File: config.mk
export PLATFORM = sky130hd
export DESIGN_NAME = ps2_host_regs
export DESIGN_NICKNAME = d
export VERILOG_FILES = /design/src/rtl/ps2_host_pkg.sv /design/src/rtl/ps2_addr_decode.sv /design/src/rtl/ps2_rx_hold.sv /design/src/rtl/ps2_line_sync.sv /design/src/rtl/ps2_host_regs.sv
export SDC_FILE = /design/constraint.sdc
export NUM_CORES = 1
export LEC_CHECK = 0
export BUFFER_PORTS_ARGS = -buffer_cell sky130_fd_sc_hd__clkbuf_2
export CELL_PAD_IN_SITES_DETAIL_PLACEMENT = 1
export CELL_PAD_IN_SITES_GLOBAL_PLACEMENT = 2
export CORE_MARGIN = 5
export CORE_UTILIZATION = 34
export DETAILED_ROUTE_END_ITERATION = 8
export PLACE_DENSITY_LB_ADDON = 0.12
export SLEW_MARGIN = 0
export SYNTH_ARGS = -nofsm -noshare
export SYNTH_HDL_FRONTEND = slang
export SYNTH_SLANG_ARGS = --single-unit
File: constraint.sdc
create_clock -name clk -period 2.5 [get_ports clk]
set_clock_uncertainty 0.2 [all_clocks]
set_input_delay 0.5 -clock clk [delete_from_list [all_inputs] [get_ports clk]]
set_output_delay 0.5 -clock clk [all_outputs]
set_load 0.01 [all_outputs]
File: src/rtl/ps2_host_pkg.sv
package ps2_host_pkg;

   // word offsets inside the window
   localparam int unsigned OFS_CTRL = 0;
   localparam int unsigned OFS_STAT = 1;
   localparam int unsigned OFS_DATA = 2;
   localparam int unsigned OFS_DIV  = 3;
   localparam int unsigned OFS_ISR  = 4;

   // status bit positions
   localparam int unsigned ST_TX_EMPTY = 6;
   localparam int unsigned ST_TX_BUSY  = 5;
   localparam int unsigned ST_RX_FULL  = 4;
   localparam int unsigned ST_RX_BUSY  = 3;
   localparam int unsigned ST_RX_PAR   = 2;
   localparam int unsigned ST_LINE_CLK = 1;
   localparam int unsigned ST_LINE_DAT = 0;

   // control bits that feed the interrupt
   localparam int unsigned CR_FORCE_IRQ = 3;
   localparam int unsigned CR_RX_IRQ_EN = 4;

   // interrupt status bits
   localparam int unsigned IS_RX = 0;
   localparam int unsigned IS_TX = 1;

   typedef enum logic [2:0] {
      SEL_NONE,
      SEL_CTRL,
      SEL_STAT,
      SEL_DATA,
      SEL_DIV,
      SEL_ISR,
      SEL_ID
   } reg_sel_e;

   function automatic logic [7:0] id_byte(input logic [2:0] idx);
      case (idx)
         3'd0:    id_byte = 8'h50;
         3'd1:    id_byte = 8'h10;
         3'd2:    id_byte = 8'h04;
         3'd3:    id_byte = 8'h00;
         3'd4:    id_byte = 8'h0D;
         3'd5:    id_byte = 8'hF0;
         3'd6:    id_byte = 8'h05;
         default: id_byte = 8'hB1;
      endcase
   endfunction

endpackage

File: src/rtl/ps2_addr_decode.sv
module ps2_addr_decode
   import ps2_host_pkg::*;
#(
   parameter int unsigned WORD_W = 10
) (
   input  logic [WORD_W-1:0] word,
   input  logic              rd,
   input  logic              wr,
   output reg_sel_e          sel,
   output logic [2:0]        id_idx,
   output logic              bad_hit
);

   localparam int unsigned    WORDS    = 1 << WORD_W;
   localparam logic [WORD_W-1:0] ID_FIRST = WORD_W'(WORDS - 8);

   always_comb begin
      sel = SEL_NONE;
      if (word >= ID_FIRST) begin
         sel = SEL_ID;
      end else begin
         case (word)
            WORD_W'(OFS_CTRL): sel = SEL_CTRL;
            WORD_W'(OFS_STAT): sel = SEL_STAT;
            WORD_W'(OFS_DATA): sel = SEL_DATA;
            WORD_W'(OFS_DIV):  sel = SEL_DIV;
            WORD_W'(OFS_ISR):  sel = SEL_ISR;
            default:           sel = SEL_NONE;
         endcase
      end
   end

   assign id_idx = word[2:0];

   // unmapped reads, and writes to anything but the three writable words
   always_comb begin
      bad_hit = 1'b0;
      if (rd && (sel == SEL_NONE)) bad_hit = 1'b1;
      if (wr && !((sel == SEL_CTRL) || (sel == SEL_DATA) || (sel == SEL_DIV)))
         bad_hit = 1'b1;
   end

endmodule

File: src/rtl/ps2_rx_hold.sv
module ps2_rx_hold #(
   parameter int unsigned BYTE_W = 8
) (
   input  logic              clk,
   input  logic              rst_n,
   input  logic              rx_valid,
   input  logic [BYTE_W-1:0] rx_data,
   input  logic              consume,
   output logic              pending,
   output logic [BYTE_W-1:0] hold_byte,
   output logic [BYTE_W-1:0] last_byte,
   output logic              overrun
);

   always_ff @(posedge clk or negedge rst_n) begin
      if (!rst_n) begin
         pending   <= 1'b0;
         hold_byte <= '0;
         last_byte <= '0;
         overrun   <= 1'b0;
      end else begin
         if (rx_valid) begin
            if (pending) begin
               overrun <= 1'b1;
            end else begin
               hold_byte <= rx_data;
               pending   <= 1'b1;
            end
         end
         if (consume && pending) begin
            last_byte <= hold_byte;
            pending   <= 1'b0;
         end
      end
   end

endmodule

File: src/rtl/ps2_line_sync.sv
module ps2_line_sync #(
   parameter int unsigned STAGES = 2,
   parameter int unsigned LINES  = 2
) (
   input  logic             clk,
   input  logic             rst_n,
   input  logic [LINES-1:0] din,
   output logic [LINES-1:0] dout
);

   generate
      if (STAGES == 0) begin : g_bypass
         assign dout = din;
      end else begin : g_flops
         logic [STAGES*LINES-1:0] chain_q;
         if (STAGES == 1) begin : g_one
            always_ff @(posedge clk or negedge rst_n) begin
               if (!rst_n) chain_q <= '1;
               else        chain_q <= din;
            end
         end else begin : g_many
            always_ff @(posedge clk or negedge rst_n) begin
               if (!rst_n) chain_q <= '1;
               else        chain_q <= {chain_q[(STAGES-1)*LINES-1:0], din};
            end
         end
         assign dout = chain_q[STAGES*LINES-1 -: LINES];
      end
   endgenerate

endmodule

File: src/rtl/ps2_host_regs.sv
module ps2_host_regs
   import ps2_host_pkg::*;
#(
   parameter int unsigned ADDR_W      = 12,
   parameter int unsigned DATA_W      = 32,
   parameter int unsigned CTRL_W      = 8,
   parameter int unsigned DIV_W       = 32,
   parameter int unsigned BYTE_W      = 8,
   parameter int unsigned SYNC_STAGES = 2
) (
   input  logic              clk,
   input  logic              rst_n,
   input  logic [ADDR_W-1:2] bus_addr,
   input  logic              bus_rd,
   input  logic              bus_wr,
   input  logic [DATA_W-1:0] bus_wdata,
   output logic [DATA_W-1:0] bus_rdata,
   output logic              irq,
   input  logic              rx_valid,
   input  logic [BYTE_W-1:0] rx_data,
   output logic              tx_valid,
   output logic [BYTE_W-1:0] tx_data,
   input  logic              line_clk,
   input  logic              line_dat,
   output logic              bad_access,
   output logic              rx_overrun
);

   localparam int unsigned WORD_W = ADDR_W - 2;

   generate
      if (ADDR_W < 6) begin : g_chk_addr
         $error("ADDR_W too small for the identification words");
      end
      if (DATA_W < 8) begin : g_chk_data
         $error("DATA_W must hold a status byte");
      end
      if ((CTRL_W <= CR_RX_IRQ_EN) || (CTRL_W > DATA_W)) begin : g_chk_ctrl
         $error("CTRL_W must cover the interrupt bits and fit the bus");
      end
      if ((DIV_W == 0) || (DIV_W > DATA_W)) begin : g_chk_div
         $error("DIV_W out of range");
      end
      if ((BYTE_W == 0) || (BYTE_W > DATA_W)) begin : g_chk_byte
         $error("BYTE_W out of range");
      end
   endgenerate

   reg_sel_e          sel;
   logic [2:0]        id_idx;
   logic              bad_hit;
   logic              pending;
   logic [BYTE_W-1:0] hold_byte;
   logic [BYTE_W-1:0] last_byte;
   logic [1:0]        line_q;
   logic [CTRL_W-1:0] ctrl_q;
   logic [DIV_W-1:0]  div_q;
   logic              tx_valid_q;
   logic [BYTE_W-1:0] tx_data_q;
   logic              bad_q;
   logic              consume;

   ps2_addr_decode #(.WORD_W(WORD_W)) u_decode (
      .word    (bus_addr),
      .rd      (bus_rd),
      .wr      (bus_wr),
      .sel     (sel),
      .id_idx  (id_idx),
      .bad_hit (bad_hit)
   );

   assign consume = bus_rd && (sel == SEL_DATA);

   ps2_rx_hold #(.BYTE_W(BYTE_W)) u_rx_hold (
      .clk       (clk),
      .rst_n     (rst_n),
      .rx_valid  (rx_valid),
      .rx_data   (rx_data),
      .consume   (consume),
      .pending   (pending),
      .hold_byte (hold_byte),
      .last_byte (last_byte),
      .overrun   (rx_overrun)
   );

   ps2_line_sync #(.STAGES(SYNC_STAGES), .LINES(2)) u_line_sync (
      .clk   (clk),
      .rst_n (rst_n),
      .din   ({line_clk, line_dat}),
      .dout  (line_q)
   );

   always_ff @(posedge clk or negedge rst_n) begin
      if (!rst_n) begin
         ctrl_q     <= '0;
         div_q      <= '0;
         tx_valid_q <= 1'b0;
         tx_data_q  <= '0;
         bad_q      <= 1'b0;
      end else begin
         tx_valid_q <= 1'b0;
         if (bus_wr && (sel == SEL_CTRL)) ctrl_q <= bus_wdata[CTRL_W-1:0];
         if (bus_wr && (sel == SEL_DIV))  div_q  <= bus_wdata[DIV_W-1:0];
         if (bus_wr && (sel == SEL_DATA)) begin
            tx_valid_q <= 1'b1;
            tx_data_q  <= bus_wdata[BYTE_W-1:0];
         end
         if (bad_hit) bad_q <= 1'b1;
      end
   end

   assign tx_valid   = tx_valid_q;
   assign tx_data    = tx_data_q;
   assign bad_access = bad_q;
   assign irq        = (pending && ctrl_q[CR_RX_IRQ_EN]) || ctrl_q[CR_FORCE_IRQ];

   logic [DATA_W-1:0] stat_word;
   logic [DATA_W-1:0] isr_word;

   always_comb begin
      stat_word              = '0;
      stat_word[ST_TX_EMPTY] = 1'b1;
      stat_word[ST_TX_BUSY]  = 1'b0;
      stat_word[ST_RX_FULL]  = pending;
      stat_word[ST_RX_BUSY]  = 1'b0;
      stat_word[ST_RX_PAR]   = ^last_byte;
      stat_word[ST_LINE_CLK] = line_q[1];
      stat_word[ST_LINE_DAT] = line_q[0];
      isr_word               = '0;
      isr_word[IS_RX]        = pending;
      isr_word[IS_TX]        = 1'b1;
   end

   always_comb begin
      bus_rdata = '0;
      if (bus_rd) begin
         case (sel)
            SEL_CTRL: bus_rdata = DATA_W'(ctrl_q);
            SEL_STAT: bus_rdata = stat_word;
            SEL_DATA: bus_rdata = DATA_W'(pending ? hold_byte : last_byte);
            SEL_DIV:  bus_rdata = DATA_W'(div_q);
            SEL_ISR:  bus_rdata = isr_word;
            SEL_ID:   bus_rdata = DATA_W'(id_byte(id_idx));
            default:  bus_rdata = '0;
         endcase
      end
   end

endmodule

# Word level (Yosys, flattened, before mapping)
# Index checks and enable logic that the tools add are counted.
word_totals:
  regBits: 72
  latch_bits: 0
  mem_bits_rw: 0
  mem_bits_ro: 0
  input_bits: 57
  output_inout_bits: 44
  wordCells: 58
  mem_count: 0
op_classes:
  add_sub_neg: 0
  n_mul: 0
  div_mod_pow: 0
  n_lt_le_gt_ge: 1
  eq_ne: 16
  shifts: 0
  n_mux: 11
  bitwise: 1
  n_reduce_logical: 19
op_table:
  columns: ["cell", "n"]
  rows:
  - ["32-bit one-hot mux with 6 select lines", 1]
  - ["8-bit one-hot mux with 7 select lines", 1]
  - ["32-bit 2-to-1 mux", 1]
  - ["10-bit by 2-bit equality test with 1-bit output (second input constant)", 2]
  - ["3-bit equality test (second input constant)", 6]
  - ["3-bit one-hot mux with 5 select lines", 1]
  - ["3-bit by 2-bit equality test with 1-bit output (second input constant)", 4]
  - ["10-bit by 1-bit equality test with 1-bit output (second input constant)", 1]
  - ["10-bit by 3-bit equality test with 1-bit output (second input constant)", 1]
  - ["10-bit >= comparator (second input constant)", 1]
  - ["10-bit zero test", 1]
  - ["1-bit logical AND", 8]
  - ["8-bit 2-to-1 mux", 1]
  - ["8-bit parity", 1]
  - ["3-bit by 1-bit equality test with 1-bit output (second input constant)", 2]
  - ["3-bit zero test", 2]
  - ["1-bit 2-to-1 mux", 5]
  - ["2-bit AND reduction", 2]
  - ["1-bit logical OR", 3]
  - ["3-bit 2-to-1 mux", 1]
  - ["2-bit nonzero test", 1]
  - ["1-bit zero test", 1]
  - ["1-bit NOT", 1]

# Logic depth before layout (Yosys ltp)
# Gate-level depths: netlist of the first run.
logic_depth:
  word_depth: 9
  depth_mapped: 7
  ltp_nobuf: 5

# Cells and area by module
# A second synthesis of the first run with hierarchy kept.
hier_totals:
  cells_unflattened: 289
  hier_area_um2: 3609.7
modules_own_cells:
  columns: ["mod", "instances", "cells_per_inst", "area_per_inst_um2"]
  rows:
  - ["ps2_host_regs", 1, 222, 2637.5]
  - ["ps2_rx_hold", 1, 40, 703.2]
  - ["ps2_addr_decode", 1, 21, 148.9]
  - ["ps2_line_sync", 1, 6, 120.1]

# Least setup slack after synthesis of the first run
# Ideal clock, no wire load.
synth_timing:
  path_kind: "input to output"
  from: "input port bus_addr[10] (netlist name)"
  to: "output port bus_rdata[11]"
  arrival_ns: 1.723
  t_required_ns: 1.800
  path_slack_ns: 0.077
  path_stages: 6
  n_path_buf: 1
  path_cell_list: "nor4_4 -> nand2_2 -> nor2_4 -> and3_1 -> clkbuf_1 -> and2_1"
synth_via:
  elab_chain_cells: 6
  word_cells_on_any_way: 16
synth_lines:
  columns: ["element", "line_no", "text"]
  rows:
  - ["start: declaration", "ps2_host_regs.sv:13", "input logic [ADDR_W-1:2] bus_addr,"]
  - ["branches (longest 2 deep; another with 10-bit >= comparator)", null, null]
  - ["3-bit 2-to-1 mux *", "ps2_addr_decode.sv:19", "if (word >= ID_FIRST) begin"]
  - ["3-bit equality test, or another cell as far along", "ps2_host_regs.sv:137", "case (sel)"]
  - ["32-bit one-hot mux with 6 select lines *", "ps2_host_regs.sv:137", null]
  - ["32-bit 2-to-1 mux *", "ps2_host_regs.sv:136", "if (bus_rd) begin"]
  - ["end: declaration", "ps2_host_regs.sv:17", "output logic [DATA_W-1:0] bus_rdata,"]
# Mark *: on every way between the ends.

# Worst setup path in the final report of the first run
layout_timing:
  from: "input port bus_addr[7] (netlist name)"
  to: "output port bus_rdata[6]"
# Same word-level chain as after synthesis.

==> metrics.txt, run 1 <==
synth unique cells=43; run status=finished, violations left; CTS tree=built; VDD IR-drop max=268.4 uV; Vias/cell=4.575; fin cells=558; Initial Utilization=34.78%; # nets final=475; Critical Path RT=1800 ps; Worst Reg-to-Reg Cells=5; Clock transition at path regs=80 ps; detailed placer's ending HPWL=6786 um; IO Port Bufs=100; Num Clock Sinks=72; Mapped Cells=277; ANT nets after route=0; via count=2,553; DP Cell Count=533; crit start category=input port; worst slack, placed=-60.60 ps; headroom to the max-slew limit=65.33%; grt ovf=0; Die Ht=112.8 um; Synth Warn #=0; Worst Path Class, Setup=input port to primary output; Min-Delay Path Depth=1; root buf cell=clkbuf_8; final worst path period need=2534 ps; CTS Buf Count=9; final period utilization=101.4%; area of the mapped netlist=0.003591 mm^2; P_leak=0.002588 uW; register bit total from synthesis=72; largest net degree at the start of global routing=39; die width=112.8 um; Setup Viol. Count Final=15; n_diodes=0; vias in the first global route=2,865; Mapped Nets=334; area of the core=0.01032 mm^2; unrepaired setup endpoints after global routing=true; Area growth syn-to-layout=35.89%; DRT Pass-1 Iters=4; total die area=0.01272 mm^2; 1st-iter DRT viols=55; GPL Wtd Cong=0.7886; max cap viols=0; Main synth FF type=dfrtp_1; fillcell total=1,134; DRC=0; post-synthesis async set-or-reset flop share=100.0%; Slew @ Worst Pin=520.1 ps; worst hold path class=input port to register; GRT Overall Usage=14.54%; clock latency on the worst-skew pair=340 ps; CP endpoint kind=primary output; initial antenna violation count=0; std cell rows=37; Post-synth EDFFs=0; setup ws final=-34.44 ps; Pwr per Cell Area=502.0 mW/mm^2; Max Transition Viols Final=0; drt wl/cell=16.06 um; register area share after synthesis=50.31%; failing checks=negative setup slack; final hold vios=0; H-tree levels=3; Fmax=0.3946 GHz; Syn Area/Cell=12.96 um^2; IO Pins=101; final wirelength=8960 um; first-pass GRT wire length=14,680 um; share of layout cells above drive strength 1=57.82%; crit-path max FO=4; Max clock buf depth=2; worst endpoint data arrival time=1830 ps
## final cells by class
type                            instances  area, um^2  area share [%]
Sequential cell                        72        1808           37.05
Multi-Input combinational cell        188        1742           35.69
Timing Repair Buffer                  145       933.4           19.13
Tap cell                              136       170.2           3.487
Clock buffer                           10       137.6           2.821
Clock inverter                          5       81.33           1.667
Inverter                                2       7.507          0.1538
## cells by family after synthesis
kind of cell	count (synthesis)	synth area share, %
compound gates	34	6.341
simple gates	72	11.85
mux	75	27.11
buf+inv	17	2.683
flops	72	50.31
xor+xnor	7	1.707
## cell usage in the layout (no fill, tap or decap), types with 2 or more instances in the layout
cell type	n
inv_1	2
buf_6	6
bufinv_16	2
nand2_1	7
nand3_1	2
nor3_2	2
nor2b_1	5
nor3_1	3
mux2_2	26
buf_4	36
a211oi_1	2
buf_12	5
a22oi_1	6
clkbuf_8	10
nor2_1	12
mux2i_1	10
o211ai_1	2
nand2_2	2
dfrtp_1	67
and2_1	26
a21oi_1	7
xnor2_1	4
dfstp_2	4
xor2_1	2
o21ai_0	3
mux2_4	38
nand2b_1	3
o21ai_1	2
a21o_1	2
clkbuf_2	74
buf_2	23
## registers in the layout (all words and copies together), names as in the netlist
signal                       count
bad_access                       1
ctrl_q                           8
div_q                           32
tx_data                          8
tx_valid                         1
u_line_sync.g_flops.chain_q      4
u_rx_hold.hold_byte              8
u_rx_hold.last_byte              8
u_rx_hold.overrun                1
u_rx_hold.pending                1
## per-layer routing
layer,GRT usage (%),share of wire [%]
met5,0,0
met4,3.846,0.69
met3,4.920,6.8
met2,22.83,46
met1,19.28,46
## where the power goes
group	total, uW	switching [uW]	internal [uW]	leakage (uW)
Clock	1010	431	584	0.000108
Combinational	216	103	112	0.00152
Sequential	1220	21.5	1200	0.000961
Total	2450	556	1890	0.00259
## path summary, 6_finish.rpt
check | from | to | slack, ps
max in group asynchronous | rst_n | tx_data[3] | 1030
worst max register to register | u_rx_hold.pending | u_rx_hold.hold_byte[7] | 770
worst min register to register | u_line_sync.g_flops.chain_q[0] | u_line_sync.g_flops.chain_q[2] | 160
worst max-delay path | bus_addr[7] | bus_rdata[6] | -30
worst min-delay path | line_clk | u_line_sync.g_flops.chain_q[1] | 40
min in group asynchronous | rst_n | div_q[13] | 490
## metrics by stage
step	util (%)	hold slack, ps	total power [uW]	TNS (ps)	area (um^2)
after global placement	43.47	147.3	1448	-1712	4488
after detailed placement	43.47	148.2	1455	-1561	4488
after CTS	45.86	15.89	2491	-1069	4735
after floorplan	-	4.409	1322	0	3591
after global routing	47.27	5.719	2573	-2629	4880
final	47.27	36.11	2450	-111.3	4880
## Yosys cell counts (2+ instances only)
cell | number | area share [%]
o211ai_1 | 2 | 0.42
dfstp_2 | 4 | 2.9
nand3_1 | 2 | 0.28
nor3_1 | 5 | 0.70
and2_1 | 25 | 4.4
xor2_1 | 2 | 0.49
mux2_2 | 26 | 8.2
o21ai_0 | 5 | 0.70
mux2i_1 | 11 | 3.1
nand2_2 | 2 | 0.35
and3_1 | 2 | 0.35
nand2b_1 | 3 | 0.52
a21oi_1 | 9 | 1.3
dfrtp_1 | 68 | 47
xnor2_1 | 5 | 1.2
nor2_1 | 12 | 1.3
clkbuf_1 | 7 | 0.73
a21o_1 | 2 | 0.42
nor2b_1 | 5 | 0.87
mux2_4 | 38 | 16
buf_1 | 2 | 0.21
buf_6 | 4 | 1.3
inv_1 | 2 | 0.21
a22oi_1 | 7 | 1.5
a211oi_1 | 2 | 0.42
buf_2 | 2 | 0.28
nand2_1 | 7 | 0.73
## repair_timing
item | CTS | global route
gates resized for setup | 4 | 45
pin swaps | 1 | 7
setup buffers | 1 | 8
gates cloned | 0 | 0
hold buffers | 1 | 0
endpoints found under the setup margin | 32 | 32
endpoints found under the hold margin | 32 | 0
## worst max-delay path, stage by stage
cell,delay [ps]
clkbuf_2,110
nor4_4,50
nand2_2,120
buf_4,120
buf_4,110
a21oi_1,60
or4_4,440
a21oi_4,170
clkbuf_2,150
(Power assumes the default switching activity.)
==> run 2: changes to the inputs <==
--- a/config.mk
+++ b/config.mk
@@ -8,10 +8,13 @@
 export BUFFER_PORTS_ARGS = -buffer_cell sky130_fd_sc_hd__clkbuf_2
 export CELL_PAD_IN_SITES_DETAIL_PLACEMENT = 1
 export CELL_PAD_IN_SITES_GLOBAL_PLACEMENT = 2
+export CORE_ASPECT_RATIO = 2
 export CORE_MARGIN = 5
 export CORE_UTILIZATION = 34
 export DETAILED_ROUTE_END_ITERATION = 8
 export PLACE_DENSITY_LB_ADDON = 0.12
+export REMOVE_ABC_BUFFERS = 1
+export SKIP_CTS_REPAIR_TIMING = 1
 export SLEW_MARGIN = 0
 export SYNTH_ARGS = -nofsm -noshare
 export SYNTH_HDL_FRONTEND = slang
==> run 2 against run 1 <==
Net effect:
- the flow still finishes with violations (negative setup slack)
- die area is 0.98% higher
- worst hold slack better by 14 ps
- worst setup slack improved by 20 ps
- critical path type unchanged
- critical path depth is 1 lower
- fmax rose by 0.78%
- final cell count decreased by 0.18%
- clock power up 15%
- via count increased by 3.7%
- largest power group unchanged
==> metrics.txt, run 2 (synthesized netlist as in run 1, its figures left out) <==
root buf cell=clkbuf_16; slowest CP cell=nor4_4; worst hold path class=input port to register; drt wl/cell=17.40 um; grt met1 use=16.60%; Crit. Startpoint=bus_addr[6]; P_leak=0.002646 uW; vias in the first global route=2,942; headroom to the max-slew limit=61.94%; Max Transition Viols Final=0; Worst R2R Setup Slack=660 ps; unrepaired setup endpoints after global routing=true; detailed placer's ending HPWL=7178 um; grt ovf=0; first-pass GRT wire length=14,820 um; VDD IR-drop max=318.1 uV; Design Power=2619 uW; Critical Path RT=1800 ps; final wirelength=9692 um; initial antenna violation count=0; final hold vios=0; largest register by flop count=div_q; H-tree levels=3; placed cell areas=0.004474 mm^2; critical-path cell list=buf_8 > nor4_4 > nand2_2 > nor2_4 > and3_4 > buf_12 > and2_1 > clkbuf_2; Worst Reg-to-Reg Cells=3; Design Area, Final=0.005124 mm^2; Die Ht=155.3 um; GR Util met3=3.998%; Worst Hold End=u_line_sync.g_flops.chain_q[1]; max cap viols=0; crit-path max FO=12; Fmax=0.3976 GHz; CTS Buf Count=9; Initial Utilization=34.49%; Reg-to-Reg End=u_rx_hold.last_byte[7]; # nets final=472; Top delay family on crit path=simple AND/OR/NAND/NOR gates; Setup Viol. Count Final=16; die width=82.67 um; largest net degree at the start of global routing=38; most common cell after layout, fill and taps aside=clkbuf_2; CTS tree=built; Worst Path Class, Setup=input port to primary output; Min-Delay Path Depth=1; failing checks=negative setup slack; DRT Pass-1 Iters=4; slowest cell delay on critical path=300 ps; Vias/cell=4.752; Num Clock Sinks=72; share of layout cells above drive strength 1=61.19%; clock latency on the worst-skew pair=330 ps; DP Cell Count=527; 1st-iter DRT viols=57; Max clock buf depth=2; via count=2,647; std cell rows=53; run status=finished, violations left; crit start category=input port; most frequent cells in the layout=70 x clkbuf_2, 66 x dfrtp_1, 38 x mux2_4; fin cells=557; Slew @ Worst Pin=570.9 ps; max reg flops=32; GPL Wtd Cong=0.7928; final period utilization=100.6%; CP endpoint kind=primary output; Area growth syn-to-layout=42.68%; total die area=0.01284 mm^2; Most Crowded Layer GR=met2; ANT nets after route=0; R2R Path Start=u_rx_hold.pending; IO Port Bufs=100; IO Pins=101; fillcell total=1,123; area of the core=0.01041 mm^2; Clock transition at path regs=60 ps; DRC=0; n_diodes=0; Worst Path Buf+Inv=3; setup ws final=-14.87 ps; final worst path period need=2515 ps; worst endpoint data arrival time=1810 ps; GRT Overall Usage=15.42%; met2 Resource Use GR=26.49%; worst hold path startpoint=line_clk; Pwr per Cell Area=511.2 mW/mm^2
-- run 2: cell types whose count changed in the layout (fill, tap and decap cells not counted), moves of 3 or more --
cell / before / now
clkbuf_2: 74 / 70
and2_4: 0 / 12
buf_2: 23 / 13
buf_6: 6 / 17
and2_1: 26 / 14
clkbuf_16: 0 / 11
clkbuf_1: 0 / 3
clkbuf_8: 10 / 1
buf_4: 36 / 30
-- run 2: area by class of cell --
| class | instances | area [um^2] | share of cell area [%] |
|---|---|---|---|
| Multi-Input combinational cell | 188 | 1812 | 35.36 |
| Sequential cell | 72 | 1809 | 35.31 |
| Timing Repair Buffer | 142 | 1055 | 20.59 |
| Clock buffer | 13 | 250.2 | 4.884 |
| Tap cell | 137 | 171.4 | 3.346 |
| Clock inverter | 3 | 18.77 | 0.3663 |
| Inverter | 2 | 7.507 | 0.1465 |
-- run 2: metal layers --
layer | wire length, um | share of wire [%] | up-vias
met2 | 5436 | 56 | 75
met3 | 489 | 5.0 | 11
met5 | 0 | 0 | -
met1 | 3599 | 37 | 1302
met4 | 166 | 1.7 | 0
li1 | - | - | 1259
-- run 2: how the worst max path moves through the flow --
stage,to,slack (ps),depth (start not counted)
3_3_place_gp,bus_rdata[18],-50,8
3_5_place_dp,bus_rdata[1],-70,8
6_report,bus_rdata[30],-10,8
4_1_cts,bus_rdata[0],-90,7
5_1_grt,bus_rdata[30],-90,8
2_1_floorplan,div_q[10],-0.9,5
-- run 2: metrics by stage --
stage / hold WS (ps) / utilization (%) / setup slack, ps / TNS [ps]
floorplan: 4.409 / - / -0.9301 / -27.90
global placement: 146.1 / 42.98 / -46.87 / -806.6
detailed placement: 149.0 / 42.98 / -67.24 / -1687
CTS: -55.73 / 45.56 / -94.09 / -1695
global route: 43.78 / 49.21 / -90.24 / -1661
finish: 50.15 / 49.21 / -14.87 / -62.38
-- run 2: worst register-to-register path: stages (launching register included) --
cell	delay (ps)
dfrtp_2	430
clkbuf_16	170
and4_1	550
mux2_4	370
-- run 2: power breakdown --
group / internal, uW / switching, uW / total [uW]
Sequential: 1200 / 23.8 / 1220
Combinational: 124 / 114 / 238
Clock: 697 / 459 / 1160
==> run 3: changes to the inputs <==
--- a/config.mk
+++ b/config.mk
@@ -14,7 +14,6 @@
 export DETAILED_ROUTE_END_ITERATION = 8
 export PLACE_DENSITY_LB_ADDON = 0.12
 export REMOVE_ABC_BUFFERS = 1
-export SKIP_CTS_REPAIR_TIMING = 1
 export SLEW_MARGIN = 0
 export SYNTH_ARGS = -nofsm -noshare
 export SYNTH_HDL_FRONTEND = slang
==> run 3 against run 2 <==
Net effect:
- the flow still finishes with violations (negative setup slack)
- global-route usage increased by 0.094 points
- clock power barely moved
- first-iteration DRC count down 25%
- worst hold slack is essentially flat
- sequential share of layout area up 0.54 points
- flip-flop and latch count unchanged
- critical endpoint unchanged
- core utilization fell by 0.78 points
- sequential power is essentially flat
==> metrics.txt, run 3 (synthesized netlist as in run 1, its figures left out) <==
Slew @ Worst Pin=556.5 ps; NetSw=592.6 uW; Max clock buf depth=2; Critical Path RT=1800 ps; IO Port Bufs=100; max cap viols=0; Num Clock Sinks=72; CTS Buf Count=9; setup ws final=-15.00 ps; CTS tree=built; # nets final=467; worst hold path class=input port to register; Min Hold Slack=50.38 ps; fin cells=552; sequential share of power=46.8%; crit start category=input port; area of the core=0.01041 mm^2; share of layout cells above drive strength 1=60.00%; final wirelength=9610 um; 1st-iter DRT viols=43; die width=82.67 um; std cell rows=53; IO Pins=101; crit-path max FO=12; grt ovf=0; Comb pwr share=8.9%; initial antenna violation count=0; headroom to the max-slew limit=62.90%; run status=finished, violations left; R2R Path Start=u_rx_hold.pending; Pwr per Cell Area=517.8 mW/mm^2; GRT Overall Usage=15.51%; n_diodes=0; worst endpoint data arrival time=1810 ps; H-tree levels=3; P_leak=0.002611 uW; final period utilization=100.6%; Vias/cell=4.790; switching share of power=22.70%; largest net degree at the start of global routing=38; failing checks=negative setup slack; GPL Wtd Cong=0.7928; Initial Utilization=34.49%; power share of the clock group=44.2%; largest register by flop count=div_q; most frequent cells in the layout=70 x clkbuf_2, 67 x dfrtp_1, 38 x mux2_4; Clock transition at path regs=60 ps; DRT Pass-1 Iters=4; VDD IR-drop max=314.2 uV; drt wl/cell=17.41 um; vias in the first global route=2,973; Setup Viol. Count Final=16; Worst Path Class, Setup=input port to primary output; final hold vios=0; root buf cell=clkbuf_16; Die Ht=155.3 um; detailed placer's ending HPWL=7178 um; Crit. Startpoint=bus_addr[6]; total die area=0.01284 mm^2; most common cell after layout, fill and taps aside=clkbuf_2; internal power=2018 uW; max reg flops=32; final worst path period need=2515 ps; Max Transition Viols Final=0; final core utilization=48.43%; fillcell total=1,120; unrepaired setup endpoints after global routing=true; DP Cell Count=527; CP endpoint kind=primary output; ANT nets after route=0; via count=2,644; clock latency on the worst-skew pair=330 ps; worst hold path startpoint=line_clk; DRC=0; Fmax=0.3976 GHz; Area growth syn-to-layout=40.42%; first-pass GRT wire length=14,940 um
==> run 3: changes by cell type in the layout (fill, tap and decap cells not counted), sizes merged <==
| cell | delta |
|---|---|
| buf | -3 |
| clkbuf | -2 |
==> run 3: critical path, cell delays in order <==
cell      delay, ps
buf_8           100
nor4_4          310
nand2_2         130
nor2_4          120
and3_4          260
buf_12          140
and2_1          130
clkbuf_2        130
==> run 3: repair_timing <==
item,CTS,global route
endpoints found under the setup margin,26,32
resized for setup,7,74
hold endpoints to repair,33,0
pin swaps,5,20
cloned,0,2
hold buffers,1,0
setup buffers,2,4
==> run 3: final timing paths <==
kind	to	slack, ps	cells past startpoint
worst min-delay path	u_line_sync.g_flops.chain_q[1]	50	1
max in group asynchronous	u_line_sync.g_flops.chain_q[2]	990	3
worst max-delay path	bus_rdata[30]	-10	8
min in group asynchronous	tx_data[1]	480	2
worst max register to register	u_rx_hold.last_byte[7]	690	3
worst min register to register	u_line_sync.g_flops.chain_q[2]	160	0
==> run 3: layout make-up <==
class                      instances  area (um^2)  area share (%)
clock buffer                      13        250.2           4.963
clock inverter                     3        18.77          0.3722
multi-input combinational        188         1797           35.63
sequential                        72         1808           35.86
inverter                           2        7.507          0.1489
tap                              137        171.4           3.399
timing repair buffer             137        989.7           19.63
==> run 3: power groups by stage <==
stage | registers, uW | logic [uW] | clock network (uW)
floorplan | 1240 | 74.7 | 0
global placement | 1240 | 220 | 0
detailed placement | 1240 | 224 | 0
CTS | 1220 | 230 | 1190
global route | 1230 | 258 | 1260
finish | 1220 | 234 | 1150
==> run 3: through the flow <==
step | setup slack (ps) | cell area [um^2] | TNS, ps | total power [uW]
floorplan | -0.9301 | 3502 | -27.90 | 1311
global placement | -46.87 | 4474 | -806.6 | 1460
detailed placement | -67.24 | 4474 | -1687 | 1466
CTS | -20.35 | 4802 | -238.2 | 2642
global route | -80.49 | 5042 | -1374 | 2741
finish | -15.00 | 5042 | -62.80 | 2611
==> run 3: routing by layer <==
| layer | vias up | routed length (um) | global-route usage, % |
|---|---|---|---|
| met5 | - | 0 | 0 |
| met4 | 0 | 337 | 8.028 |
| met3 | 17 | 475 | 3.998 |
| met2 | 81 | 5262 | 26.91 |
| met1 | 1301 | 3535 | 16.72 |
| li1 | 1245 | - | - |
